### src/rtl/tcs_pkg.sv
package tcs_pkg;
    localparam int WIDE_W   = 4;
    localparam int NARROW_W = 2;
    localparam int NUM_CLK  = 4;
    localparam int SEL_W    = $clog2(NUM_CLK);

    typedef struct packed {
        logic [NARROW_W-1:0] f3;
        logic [NARROW_W-1:0] f2;
        logic [WIDE_W-1:0]   f1;
        logic [WIDE_W-1:0]   f0;
    } presc_t;

    typedef struct packed {
        presc_t presc;
        logic   blocked;
    } reg_state_t;
endpackage

### src/rtl/tcs_route.sv
module tcs_route
    import tcs_pkg::*;
#(
    parameter int          NUM_CH   = 8,
    parameter logic [7:0]  EXT_MASK = 8'b0000_1010
) (
    input  logic [SEL_W*NUM_CH-1:0] ch_sel,
    input  logic [NUM_CLK-1:0]      ck_tick,
    output logic [SEL_W*NUM_CH-1:0] eff_sel,
    output logic [NUM_CH-1:0]       ch_tick
);
    for (genvar n = 0; n < NUM_CH; n++) begin : g_ch
        logic [SEL_W-1:0] raw;
        assign raw = ch_sel[SEL_W*n +: SEL_W];
        if (EXT_MASK[n]) begin : g_ext
            assign eff_sel[SEL_W*n +: SEL_W] = raw;
        end else begin : g_base
            // upper clocks fold onto the lower two
            assign eff_sel[SEL_W*n +: SEL_W] = {1'b0, raw[0]};
        end
        assign ch_tick[n] = ck_tick[eff_sel[SEL_W*n +: SEL_W]];
    end
endmodule

### src/rtl/tcs_regfile.sv
module tcs_regfile
    import tcs_pkg::*;
#(
    parameter int NUM_CH = 8
) (
    input  logic                    clk,
    input  logic                    rst_n,
    input  logic                    wr_en,
    input  logic [15:0]             wr_data,
    input  logic [NUM_CH-1:0]       ch_run,
    input  logic [SEL_W*NUM_CH-1:0] eff_sel,
    output presc_t                  presc,
    output logic                    wr_blocked
);
    reg_state_t st_d, st_q;
    logic [NUM_CLK-1:0] field_ok;

    for (genvar f = 0; f < NUM_CLK; f++) begin : g_gate
        logic [NUM_CH-1:0] users;
        for (genvar n = 0; n < NUM_CH; n++) begin : g_user
            assign users[n] = ch_run[n] && (eff_sel[SEL_W*n +: SEL_W] == SEL_W'(f));
        end
        assign field_ok[f] = ~|users;
    end

    always_comb begin
        st_d         = st_q;
        st_d.blocked = 1'b0;
        if (wr_en) begin
            if (field_ok[0]) st_d.presc.f0 = wr_data[3:0];
            if (field_ok[1]) st_d.presc.f1 = wr_data[7:4];
            if (field_ok[2]) st_d.presc.f2 = wr_data[9:8];
            if (field_ok[3]) st_d.presc.f3 = wr_data[13:12];
            st_d.blocked = ~&field_ok;
        end
    end

    always_ff @(posedge clk or negedge rst_n) begin
        if (!rst_n) st_q <= '0;
        else        st_q <= st_d;
    end

    assign presc      = st_q.presc;
    assign wr_blocked = st_q.blocked;

    // A field held back by a running user keeps its value
    assert_hold_f0_R5: assert property (@(posedge clk) disable iff (!rst_n)
        (wr_en && !field_ok[0]) |=> $stable(presc.f0));
    assert_hold_f2_R5: assert property (@(posedge clk) disable iff (!rst_n)
        (wr_en && !field_ok[2]) |=> $stable(presc.f2));
    // The status pulse only ever follows a write
    assert_flag_src_R7: assert property (@(posedge clk) disable iff (!rst_n)
        wr_blocked |-> $past(wr_en));
    assert_flag_pulse_R7: assert property (@(posedge clk) disable iff (!rst_n)
        (wr_blocked && !$past(wr_en, 2)) |=> !wr_blocked || $past(wr_en));
endmodule

### src/rtl/tcs_divider.sv
module tcs_divider
    import tcs_pkg::*;
#(
    parameter int CNT_W = 15
) (
    input  logic               clk,
    input  logic               rst_n,
    input  presc_t             presc,
    output logic [NUM_CLK-1:0] ck_tick,
    output logic [CNT_W-1:0]   count
);
    localparam int NARROW_BASE = 8;

    logic [CNT_W-1:0] cnt_d, cnt_q;
    logic [CNT_W-1:0] mask [NUM_CLK];
    logic [CNT_W-1:0] one;

    assign one = CNT_W'(1);

    always_comb begin
        cnt_d   = cnt_q + one;
        mask[0] = (one << presc.f0) - one;
        mask[1] = (one << presc.f1) - one;
        mask[2] = (one << (2 * presc.f2 + NARROW_BASE)) - one;
        mask[3] = (one << (2 * presc.f3 + NARROW_BASE)) - one;
    end

    for (genvar c = 0; c < NUM_CLK; c++) begin : g_tick
        assign ck_tick[c] = &(cnt_q | ~mask[c]);
    end

    always_ff @(posedge clk or negedge rst_n) begin
        if (!rst_n) cnt_q <= '0;
        else        cnt_q <= cnt_d;
    end

    assign count = cnt_q;

    // The slower clocks never tick unless the low 8 count bits are all ones
    assert_slow2_R4: assert property (@(posedge clk) disable iff (!rst_n)
        ck_tick[2] |-> (&count[NARROW_BASE-1:0]));
    assert_slow3_R4: assert property (@(posedge clk) disable iff (!rst_n)
        ck_tick[3] |-> (&count[NARROW_BASE-1:0]));
    // An odd count with field 0 at zero still ticks; an even count never ticks unless k is 0
    assert_even_R3: assert property (@(posedge clk) disable iff (!rst_n)
        (ck_tick[0] && !count[0]) |-> (presc.f0 == '0));
endmodule

### src/rtl/timer_clk_sel.sv
module timer_clk_sel
    import tcs_pkg::*;
#(
    parameter int         NUM_CH   = 8,
    parameter int         CNT_W    = 15,
    parameter logic [7:0] EXT_MASK = 8'b0000_1010
) (
    input  logic                clk,
    input  logic                rst_n,
    input  logic                wr_en,
    input  logic [15:0]         wr_data,
    input  logic [NUM_CH-1:0]   ch_run,
    input  logic [2*NUM_CH-1:0] ch_sel,
    output logic [15:0]         rd_data,
    output logic [NUM_CLK-1:0]  ck_tick,
    output logic [NUM_CH-1:0]   ch_tick,
    output logic                wr_blocked
);
    presc_t                  presc;
    logic [SEL_W*NUM_CH-1:0] eff_sel;
    logic [CNT_W-1:0]        count;

    tcs_route #(.NUM_CH(NUM_CH), .EXT_MASK(EXT_MASK)) u_route (
        .ch_sel (ch_sel),
        .ck_tick(ck_tick),
        .eff_sel(eff_sel),
        .ch_tick(ch_tick)
    );

    tcs_regfile #(.NUM_CH(NUM_CH)) u_reg (
        .clk       (clk),
        .rst_n     (rst_n),
        .wr_en     (wr_en),
        .wr_data   (wr_data),
        .ch_run    (ch_run),
        .eff_sel   (eff_sel),
        .presc     (presc),
        .wr_blocked(wr_blocked)
    );

    tcs_divider #(.CNT_W(CNT_W)) u_div (
        .clk    (clk),
        .rst_n  (rst_n),
        .presc  (presc),
        .ck_tick(ck_tick),
        .count  (count)
    );

    assign rd_data = {2'b00, presc.f3, 2'b00, presc.f2, presc.f1, presc.f0};

    // Channels without the upper clocks only ever see clock 0 or clock 1
    for (genvar n = 0; n < NUM_CH; n++) begin : g_chk
        if (!EXT_MASK[n]) begin : g_base
            assert_fold_R6: assert property (@(posedge clk) disable iff (!rst_n)
                ch_tick[n] |-> (ck_tick[0] || ck_tick[1]));
        end
    end
endmodule

### config.mk
export PLATFORM = sky130hd
export DESIGN_NAME = timer_clk_sel
export DESIGN_NICKNAME = d
export VERILOG_FILES = /design/src/rtl/tcs_pkg.sv /design/src/rtl/tcs_route.sv /design/src/rtl/tcs_regfile.sv /design/src/rtl/tcs_divider.sv /design/src/rtl/timer_clk_sel.sv
export SDC_FILE = /design/constraint.sdc
export NUM_CORES = 1
export LEC_CHECK = 0
export BUFFER_PORTS_ARGS = -buffer_cell sky130_fd_sc_hd__buf_2
export CELL_PAD_IN_SITES_DETAIL_PLACEMENT = 1
export CELL_PAD_IN_SITES_GLOBAL_PLACEMENT = 1
export CORE_ASPECT_RATIO = 0.8
export CORE_MARGIN = 2
export CORE_UTILIZATION = 34
export CTS_BUF_LIST = sky130_fd_sc_hd__clkbuf_4
export CTS_CLUSTER_DIAMETER = 200
export DETAILED_ROUTE_END_ITERATION = 10
export PLACE_DENSITY = 0.87
export SLEW_MARGIN = 20
export SYNTH_ARGS = -nofsm -noshare
export SYNTH_HDL_FRONTEND = slang
export SYNTH_SLANG_ARGS = --single-unit
### constraint.sdc
create_clock -name clk -period 2.9 [get_ports clk]
set_input_delay 0.29 -clock clk [delete_from_list [all_inputs] [get_ports clk]]
set_output_delay 0.29 -clock clk [all_outputs]
set_load 0.005 [all_outputs]
== Yosys cells after proc, flatten, opt, wreduce, memory -nomap -nowiden ==
Index checks and enable logic that the tools add are counted.

* Add/sub/neg operators: 7
* $lt $le $gt $ge: 8
* Equal/unequal tests: 6
* Shifts and indexed selects: 4
* Mux-type cells: 17
* Bitwise gates (word level): 12
* Reduce and logical (&&, ||, !) cells: 46

{| class="wikitable"
|+ Operators with widths
! kind !! count
|-
| << shifter 1 x 32 -> 15 bit, first input constant || 2
|-
| inverter 15 bit || 4
|-
| bitwise OR 15 bit || 4
|-
| AND reduction 15 bit || 4
|-
| subtractor 15 x 1 -> 15 bit, second input constant || 4
|-
| << shifter 1 x 4 -> 15 bit, first input constant || 2
|-
| logical AND 1 bit || 20
|-
| less-than comparator 1 x 3 -> 1 bit, second input constant || 6
|-
| zero test 2 bit || 8
|-
| OR reduction 8 bit || 2
|-
| adder 15 x 1 -> 15 bit, second input constant || 1
|-
| 2-to-1 mux 1 bit || 15
|-
| adder 3 x 4 -> 5 bit, second input constant || 2
|-
| equality test 2 bit, second input constant || 4
|-
| AND reduction 2 bit || 4
|-
| less-than comparator 2 x 3 -> 1 bit, second input constant || 2
|-
| zero test 1 bit || 5
|-
| binary-select mux 1 bit (select 2 bit) || 2
|-
| equality test 2 x 1 -> 1 bit, second input constant || 2
|-
| inverter 1 bit || 4
|-
| AND reduction 4 bit || 1
|-
| OR reduction 2 bit || 2
|}

* Bits in registers: 28
* Input bits: 43
* Output and inout port bits: 29
* Word-level logic and storage cells: 106

== Depth between registers and ports, before layout ==
Gate-level depths: netlist of run 1.

* Depth after elaboration: 8
* Mapped depth: 12
* Gate-level depth less buffers: 10

== Hierarchy ==
Synthesis of run 1 repeated with hierarchy kept, for this count alone.

* Cells, all modules: 255
* Area total of the unflattened synthesis: 2264.7 um^2

{| class="wikitable"
|+ By module, submodules not included
! module !! times used !! cells an instance !! area each (um^2) !! sequential area each (um^2)
|-
| tcs_divider || 1 || 143 || 1214.9 || 375.4
|-
| tcs_regfile || 1 || 82 || 779.5 || 325.3
|-
| tcs_route || 1 || 25 || 236.5 || 0.0
|-
| timer_clk_sel || 1 || 5 || 33.8 || 0.0
|}

== Worst setup path before layout of run 1 ==
No wires, ideal clock.

* Path kind: flip-flop to output port
* Start point: register u_reg.st_q (netlist bit u_reg.presc[1])
* End point: output ch_tick[1]
* Arrival: 2563 ps
* Data required time: 2610 ps
* Slack: 47 ps
* Stages on the path, launching flop included: 12
* Buffers on the path: 2
* Path through: dfrtp_1 > buf_6 > nor3_1 > nand2b_1 > ha_1 > clkbuf_1 > o311ai_2 > o221ai_1 > or4_1 > nand4bb_4 > inv_2 > mux4_2

* Word-level cells in the longest chain between the ends: 7

{| class="wikitable"
|+ RTL lines
! item !! line !! source
|-
| from (decl) || tcs_regfile.sv:15 || <nowiki>reg_state_t st_d, st_q;</nowiki>
|-
| from (signal assigned) || tcs_regfile.sv:40 || <nowiki>else st_q <= st_d;</nowiki>
|-
| << shifter 1 x 4 -> 15 bit || tcs_divider.sv:22 || <nowiki>mask[0] = (one << presc.f0) - one;</nowiki>
|-
| subtractor 15 x 1 -> 15 bit || tcs_divider.sv:22 ||
|-
| inverter 15 bit || tcs_divider.sv:29 || <nowiki>assign ck_tick[c] = &(cnt_q | ~mask[c]);</nowiki>
|-
| bitwise OR 15 bit || tcs_divider.sv:29 ||
|-
| AND reduction 15 bit || tcs_divider.sv:29 ||
|-
| via ck_tick[0] || timer_clk_sel.sv:15 || <nowiki>output logic [NUM_CLK-1:0] ck_tick,</nowiki>
|-
| binary-select mux 1 bit (select 2 bit) || tcs_route.sv:21 || <nowiki>assign ch_tick[n] = ck_tick[eff_sel[SEL_W*n +: SEL_W]];</nowiki>
|-
| 2-to-1 mux 1 bit (implied by the code) || tcs_route.sv:21 ||
|-
| to (decl) || timer_clk_sel.sv:16 || <nowiki>output logic [NUM_CH-1:0] ch_tick,</nowiki>
|}

The timed path passes the listed nets, and every way through them passes these cells. The select of a mux whose other input is x is not followed.

== Worst setup path in the final report of run 1 ==
* Start point: register u_reg.st_q (netlist bit u_reg.presc[2])
* End point: output ch_tick[1]

* Word-level cells in the longest chain between the ends: 7

{| class="wikitable"
|+ RTL lines
! item !! line
|-
| << shifter 1 x 4 -> 15 bit || tcs_divider.sv:22
|-
| subtractor 15 x 1 -> 15 bit || tcs_divider.sv:22
|-
| inverter 15 bit || tcs_divider.sv:29
|-
| bitwise OR 15 bit || tcs_divider.sv:29
|-
| AND reduction 15 bit || tcs_divider.sv:29
|-
| binary-select mux 1 bit (select 2 bit) || tcs_route.sv:21
|-
| 2-to-1 mux 1 bit (implied by the code) || tcs_route.sv:21
|}

Every way passes these cells. The select of a mux whose other input is x is not followed.

==> results of run 1 <==
worst max-delay path by stage:
| stage | to | slack [ns] | depth (start not counted) |
|---|---|---|---|
| after floorplan | ch_tick[1] | 0.05 | 11 |
| after global placement | ch_tick[3] | 0.05 | 10 |
| after detailed placement | ch_tick[1] | -0.04 | 10 |
| after CTS | ch_tick[1] | -0.13 | 10 |
| after global routing | ch_tick[1] | -0.26 | 10 |
| final | ch_tick[1] | -0.11 | 9 |
cell usage after synthesis (all sizes together), types with 2 or more instances:
cell type  count
a22oi          3
mux4           2
o21ai         13
o221ai         3
nor3           7
a2111o         2
dfrtp         28
nor4           2
buf           10
o21bai         3
a31oi          2
and4           2
mux2          12
a21oi          6
clkbuf         6
a21boi         4
inv           16
xnor2          9
nor2b          3
or3            3
nor2           8
and3           6
xor2           6
nand3         12
nand2         23
nand2b         3
ha             3
o22ai          8
routing by layer:
metal / part of all wire / track usage / up-vias
met3: 0.040 / 0.0341 / 6
met4: 0.0069 / 0.0308 / 0
li1: - / - / 936
met2: 0.50 / 0.332 / 53
met5: 0 / 0 / -
met1: 0.45 / 0.250 / 1000
cells by family after synthesis:
kind of cell	share of synthesized area
AO/OA/AOI/OAI	0.183
XOR/XNOR	0.0648
adder cells (fa/ha/maj)	0.0185
buffers and inverters	0.0778
flip-flops	0.346
multiplexers	0.0938
other	0.00185
AND/OR/NAND/NOR	0.215
what timing repair did:
action,4_1_cts,5_1_grt
endpoints found under the hold margin,28,0
gates resized for setup,20,11
setup endpoints to repair,10,9
hold buffers,1,0
setup buffers,6,1
pin swaps,12,2
power groups by stage:
stage | Clock, mW | Combinational, mW | Sequential (mW)
3_5_place_dp | 0 | 0.618 | 0.481
4_1_cts | 0.171 | 0.731 | 0.475
3_3_place_gp | 0 | 0.591 | 0.477
5_1_grt | 0.185 | 0.845 | 0.487
6_report | 0.162 | 0.771 | 0.480
2_1_floorplan | 0 | 0.416 | 0.479
cell type report:
class | count | area [um^2]
Clock buffer | 3 | 22.5
Fill cell | 727 | 3220
Inverter | 16 | 60.1
Multi-Input combinational cell | 167 | 1300
Sequential cell | 28 | 703
Tap cell | 81 | 101
Timing Repair Buffer | 76 | 440
metrics by stage:
step / setup TNS [ns] / instances
2_1_floorplan: 0 / 227
3_3_place_gp: 0 / 360
3_5_place_dp: -0.0721 / 360
4_1_cts: -0.289 / 370
5_1_grt: -1.48 / 371
6_report: -0.279 / 371
flip-flops by register name, indices dropped and copies added (netlist names):
| register | flops |
|---|---|
| u_div.count | 15 |
| u_reg.presc | 12 |
| u_reg.wr_blocked | 1 |
==> results list, run 1 <==
- Result of the run: finished with violations
- Violated checks: setup timing
- The count of pins over their slew limit was 0.
* Inserted Clock Buffers: 3
- Walking the worst path, the cells encountered are buf_4, or3b_4, or3_4, a21oi_2, a221oi_2, nand4bb_4, inv_2, mux4_2, buf_2.
- Post-synthesis instance total: 224
- Row count: 25
- Summed over all layers, the routed wires come to 6.38 mm.
- Cell at the root of the clock tree: sky130_fd_sc_hd__clkbuf_4
- Worst slack at placement: -0.0426 ns
- Relative contribution of the clock network to total power: 0.115
- A synthesized cell averages 9.05 um^2.
- The worst hold path passes through 2 cells.
- Async set-or-reset flop fraction in the synthesized netlist: 1.00
* Antenna violations before repair: 0
* Register-to-register setup slack: 0.87 ns
* Routed vias: 1995
* Ant. Diodes: 0
- Of the total power, registers draw 0.340.
- Power per cell area: 538 nW/um^2
- After legalization and detailed placement, the total HPWL measured 4.74 mm.
* Clock-pin slew on the worst setup and hold paths: 0.15 ns
- Part of the power in combinational logic: 0.546
* Maximum level of the CTS H-tree: 1
- Clock tree from TritonCTS: yes
- Final worst hold slack: 0.176 ns
- In this run the tool buffered the top-level ports with 57 buffer cells.
- The critical path is of the reg -> out type.
- Internal power comes to 856 uW.
* Final Worst Setup Slack: -0.114 ns
* Via count of the first global-routing pass: 2059
- Summing every instance area after synthesis gives 2030 um^2.
* Weighted congestion at the end of routability-driven global placement: 0.843
- FF-to-FF End: u_div.count[14]
- Slowest stage delay, CP: 0.46 ns
- CP Data Required Time: 2.61 ns
* Number of enable flip-flop cells after synthesis: 0
* Fmax achieved: 332 MHz
- Highest-count cells in the layout ignoring fill and taps: 56 x sky130_fd_sc_hd__buf_2, 26 x sky130_fd_sc_hd__dfrtp_1, 23 x sky130_fd_sc_hd__nand2_1, 17 x sky130_fd_sc_hd__buf_4
- Summed over all layers, the global routing overflow is 0.
* Worst-path cell with the longest stage delay: sky130_fd_sc_hd__mux4_2
- Via density per instance: 5.38
- NumNets Final: 338
* Total power draw: 1.41 mW
- Share of the cycle needed by the critical path after routing: 1.04
* Number of I/O pins: 72
- Worst setup EP type: output pin
- The library cell used most frequently in the layout, excluding fill and tap cells, is sky130_fd_sc_hd__buf_2.
* Routed Antenna Nets: 0
- For this run, the register share of the synthesized area comes to 0.346.
* Largest net degree at the start of global routing: 29
- Setup violations remaining at the end of the flow were counted as 4.
* Bufs and invs on worst path: 3
* Crit path launch type: register
- Buffer levels on the longest clock path: 2
* Largest delay contributor family on the critical path: simple AND/OR/NAND/NOR gates
* Worst slew pin tran: 0.674 ns
- The path with the worst hold slack has its endpoint at u_reg.presc[1].
- Dividing the detail-routed wire length by the instance count gives 17.2 um.
- Maximum resistive drop on vdd: 0.278 mV
- Once layout is done, the placed cells without fillers occupy 2630 um^2.
* Clock latency of the later-clocked register in the worst-skew pair: 0.33 ns
- In the routed design, unresolved DRC markers number 0.
- Flip-flop and latch count after synthesis: 28
- In this run the critical register-to-register path is launched from u_div.count[0].
- Among all flip-flop cells after synthesis, the most frequent one is sky130_fd_sc_hd__dfrtp_1.
- Count of warnings emitted by yosys: 0
- Leak pwr: 1.23 nW
- The pre-antenna-repair detailed-routing pass consisted of 4 iterations.
- Starting DRC count in detailed routing: 99
- The startpoint identified for the worst hold timing path is wr_data[1].
* Library cell with the largest summed area after synthesis: sky130_fd_sc_hd__dfrtp_1
- In this run the worst setup path begins at u_reg.presc[2].
- At the worst endpoint, the arrival time is 2.72 ns.
* Chip Width: 90.3 um
* Total global-route track usage: 0.189
* Critical-path maximum fanout: 11
- Core ar.: 5850 um^2
* Share of Yosys cell area claimed by the top area cell type: 0.346
- Die Outline Area: 6600 um^2
- Headroom to the max-slew limit: 0.551
- Post-layout minimum cycle time: 3.01 ns
- For the worst flop-to-flop path, the logic depth is 7.
- Across the routed clock network, the largest skew measured is 0.00352 ns.
- Once placement finished, the instance area stood at 2410 um^2.
- Hold Vio Cnt, Final: 0
- Yosys attributes the largest share of cell area to sky130_fd_sc_hd__dfrtp_1 35%, sky130_fd_sc_hd__mux2_2 6.7%, sky130_fd_sc_hd__nand2_1 4.3%.
- Area added between synthesis and finish: 29.6%
* Die height: 73.1 um
* Fraction of layout cells with a size suffix above 1: 0.414
* RSZ-0062 raised after global routing: true
- Global-route wire length before repair: 10.1 mm
- The synthesized netlist contains 53 unique library cells.
- Sw power: 557 uW
* Core utilization of the finished layout: 0.449
* Clock Sinks: 28
* Effective utilization at floorplan: 0.347
- The min-delay analysis places its worst path in the category in -> reg.
- Switching power share of the total: 0.394
* Number of violations of the max-capacitance limit: 0
Note: power is estimated with default switching activity, not from simulation.
==> run 2, diff against run 1 <==
--- a/config.mk
+++ b/config.mk
@@ -11,7 +11,7 @@
 export CORE_ASPECT_RATIO = 0.8
 export CORE_MARGIN = 2
 export CORE_UTILIZATION = 34
-export CTS_BUF_LIST = sky130_fd_sc_hd__clkbuf_4
+export CTS_BUF_LIST = sky130_fd_sc_hd__clkbuf_2
 export CTS_CLUSTER_DIAMETER = 200
 export DETAILED_ROUTE_END_ITERATION = 10
 export PLACE_DENSITY = 0.87
==> run 2 against run 1 <==
Net effect:
- the run still ends with setup timing left
- setup slack got worse by 0.053 ns
- final cell count is 0.27% higher
- power decreased by 1.3%
- sequential power fell by 0.8%
- combinational power increased by 1%
- via count is 0.70% lower
- sequential share of layout area grew 0.090 points
- non-clock buffer count increased by 1
- critical endpoint unchanged
- largest power group unchanged
==> results list, run 2 (synthesized netlist as in run 1, its figures left out) <==
- The flow ran to the end, but the final reports show violations.
- The checks that failed: setup timing.
- Core utilization of the finished layout: 0.448 (-0.00150)
- The total internal power is 846 uW (-1.2%).
- Chip Width: 90.3 um (unchanged)
- Worst setup EP type: output pin
* FF-to-FF End: u_div.count[14]
- Share of the cycle needed by the critical path after routing: 1.06 (+0.0182)
- Total global-route track usage: 0.186 (-0.00226)
- Arrival @ worst endpoint: 2.78 ns (+0.06 ns)
* Hold Vio Cnt, Final: 0 (unchanged)
* Clock Sinks: 28 (unchanged)
* Startpoint of the tightest hold check path: wr_data[1]
- The required time of the worst setup path was 2.61 ns (about the same).
* Relative contribution of the clock network to total power: 0.099 (-0.016)
- The height of the die came to 73.1 um (unchanged).
* Via density per instance: 5.33 (-0.97%)
- By startpoint and endpoint, the worst setup path is classified as reg -> out.
* Effective utilization at floorplan: 0.347 (unchanged)
- Die Outline Area: 6600 um^2 (unchanged)
* Total power draw: 1.39 mW (-1.3%)
- Post-detail-place hpwl: 4.74 mm (unchanged)
- The number of cells traversed by the worst register-to-register path is 7 (unchanged).
- The placer's final routability congestion estimate was 0.843 (unchanged).
* Sw power: 549 uW (-1.5%)
- Row count: 25 (unchanged)
- Largest net degree at the start of global routing: 29 (unchanged)
- Highest-count cells in the layout ignoring fill and taps: 56 x sky130_fd_sc_hd__buf_2, 26 x sky130_fd_sc_hd__dfrtp_1, 23 x sky130_fd_sc_hd__nand2_1, 18 x sky130_fd_sc_hd__buf_4
* Area added between synthesis and finish: 29.2%
* Clock tree from TritonCTS: yes
* Critical-path maximum fanout: 11 (unchanged)
* Most common cell after layout, fill and taps aside: sky130_fd_sc_hd__buf_2
- The number of buffers between clock root and the deepest sink is 2 (unchanged).
- Count of non-filler cells in the finished layout: 372 (+0.27%)
* Antenna violations before repair: 0 (unchanged)
* Fmax achieved: 326 MHz (-1.7%)
- The post-layout instance area was 2620 um^2 (-0.33%).
- Ant. Diodes: 0 (unchanged)
- Final worst hold slack: 0.135 ns (-0.0406 ns)
- The net count reported at finish came to 339 (+0.30%).
- Routed Antenna Nets: 0 (unchanged)
- The worst slew margin relative to its limit came to 0.554 (+0.00274).
- In this run the critical register-to-register path is launched from u_div.count[0].
- Number of cells traversed by the worst hold path: 2 (unchanged)
- The global-route wire length before repair is 9.98 mm (-0.89%).
- Reg power frac: 0.342 (+0.002)
* Power per cell area: 533 nW/um^2 (-1.0%)
- The via count of the routed design came to 1981 (-0.70%).
- The total clock buffers created by CTS came to 3 (unchanged).
- Largest register FFs: 15 (unchanged)
- The final-report setup violation count was 8 (+4).
- Core ar.: 5850 um^2 (unchanged)
* Post-placement cell count: 360 (unchanged)
- Part of the power in combinational logic: 0.560 (+0.014)
* Setup tns final: -0.562 ns (-0.282 ns)
- The final critical-path setup slack is -0.167 ns (-0.0527 ns).
- The count of pins over their slew limit came to 0 (unchanged).
* Worst slew pin tran: 0.670 ns (-0.00411 ns)
- The static leakage came to 1.23 nW (+0.13%).
- Clock latency of the later-clocked register in the worst-skew pair: 0.36 ns (+0.03 ns)
- The boundary pin count is 72 (unchanged).
- The layout cell share with drive strength beyond 1 was 0.412 (-0.00142).
- Worst clock skew: 0.00482 ns (+0.00130 ns)
- Worst slack at placement: -0.0426 ns (unchanged)
* Number of violations of the max-capacitance limit: 0 (unchanged)
- Residual DRC count: 0 (unchanged)
- Setup repair after global routing could not meet its margin everywhere.
- IO Port Bufs: 57 (unchanged)
- The mean routed wirelength per cell is 16.9 um (-1.7%).
- Worst Hold Class: in -> reg
- The post-CTS clock slew at the launch and capture registers of the worst setup and hold paths is 0.24 ns (+0.09 ns).
- The shortest clock period the worst path allows after layout came to 3.07 ns (+0.0527 ns).
- Maximum level of the CTS H-tree: 1 (unchanged)
- Crit path launch type: register
- Area after detailed placement: 2410 um^2 (unchanged)
* Switching power share of the total: 0.393 (-0.000599)
- Cell at the root of the clock tree: sky130_fd_sc_hd__clkbuf_2
* GR Overflow Total: 0 (unchanged)
- Total wire length after detailed routing: 6.29 mm (-1.4%)
* Starting DRC count in detailed routing: 122 (+23%)
- Via count of the first global-routing pass: 2030 (-1.4%)
* Worst Hold Endpoint: u_reg.presc[1]
* Maximum resistive drop on vdd: 0.272 mV (-1.9%)
* Number of iterations in the first detailed-routing pass: 4 (unchanged)
* Register-to-register setup slack: 0.86 ns (about the same)
## run 2: cell count changes in the layout (fill, tap and decap cells not counted), sizes merged
cell,delta
buf,+1
## run 2: layout make-up
| type | count | area [um^2] |
|---|---|---|
| multi-input combinational | 167 | 1290 |
| inverter | 16 | 60.1 |
| sequential | 28 | 703 |
| fill | 724 | 3230 |
| clock buffer | 3 | 15.0 |
| tap | 81 | 101 |
| timing repair buffer | 77 | 448 |
## run 2: repair_timing
item | in CTS | in global routing
resized for setup | 20 | 8
buffers inserted | 6 | 2
endpoints found under the hold margin | 28 | 0
hold buffers | 1 | 0
setup endpoints to repair | 10 | 10
cloned | 0 | 0
pin swaps | 12 | 1
## run 2: layer usage
| layer | global-route usage | vias up | share of wire |
|---|---|---|---|
| met3 | 0.0300 | 8 | 0.039 |
| li1 | - | 934 | - |
| met4 | 0.0308 | 0 | 0.0076 |
| met2 | 0.330 | 48 | 0.50 |
| met1 | 0.248 | 991 | 0.45 |
| met5 | 0 | - | 0 |
## run 2: power by group through the flow
stage / Clock, mW / Sequential, mW / Combinational, mW
after floorplan: 0 / 0.479 / 0.416
after global placement: 0 / 0.477 / 0.591
after global routing: 0.161 / 0.484 / 0.857
after detailed placement: 0 / 0.481 / 0.618
after CTS: 0.148 / 0.475 / 0.731
final: 0.138 / 0.476 / 0.781
## run 2: how the worst max path moves through the flow
stage,depth (start not counted),to,slack (ns),start
finish,9,ch_tick[1],-0.17,u_reg.presc[2]
global route,10,ch_tick[1],-0.35,u_reg.presc[3]
CTS,10,ch_tick[1],-0.19,u_reg.presc[2]
detailed placement,10,ch_tick[1],-0.04,u_reg.presc[3]
global placement,10,ch_tick[3],0.05,u_reg.presc[3]
floorplan,11,ch_tick[1],0.05,u_reg.presc[1]
## run 2: worst max-delay path: stages, from the launching register on
cell                        delay, ns
sky130_fd_sc_hd__dfrtp_1         0.45
sky130_fd_sc_hd__buf_4           0.18
sky130_fd_sc_hd__or3b_4          0.39
sky130_fd_sc_hd__or3_4           0.38
sky130_fd_sc_hd__a21oi_2         0.15
sky130_fd_sc_hd__a221oi_2        0.06
sky130_fd_sc_hd__nand4bb_4       0.15
sky130_fd_sc_hd__inv_2           0.06
sky130_fd_sc_hd__mux4_2          0.46
sky130_fd_sc_hd__buf_2           0.14
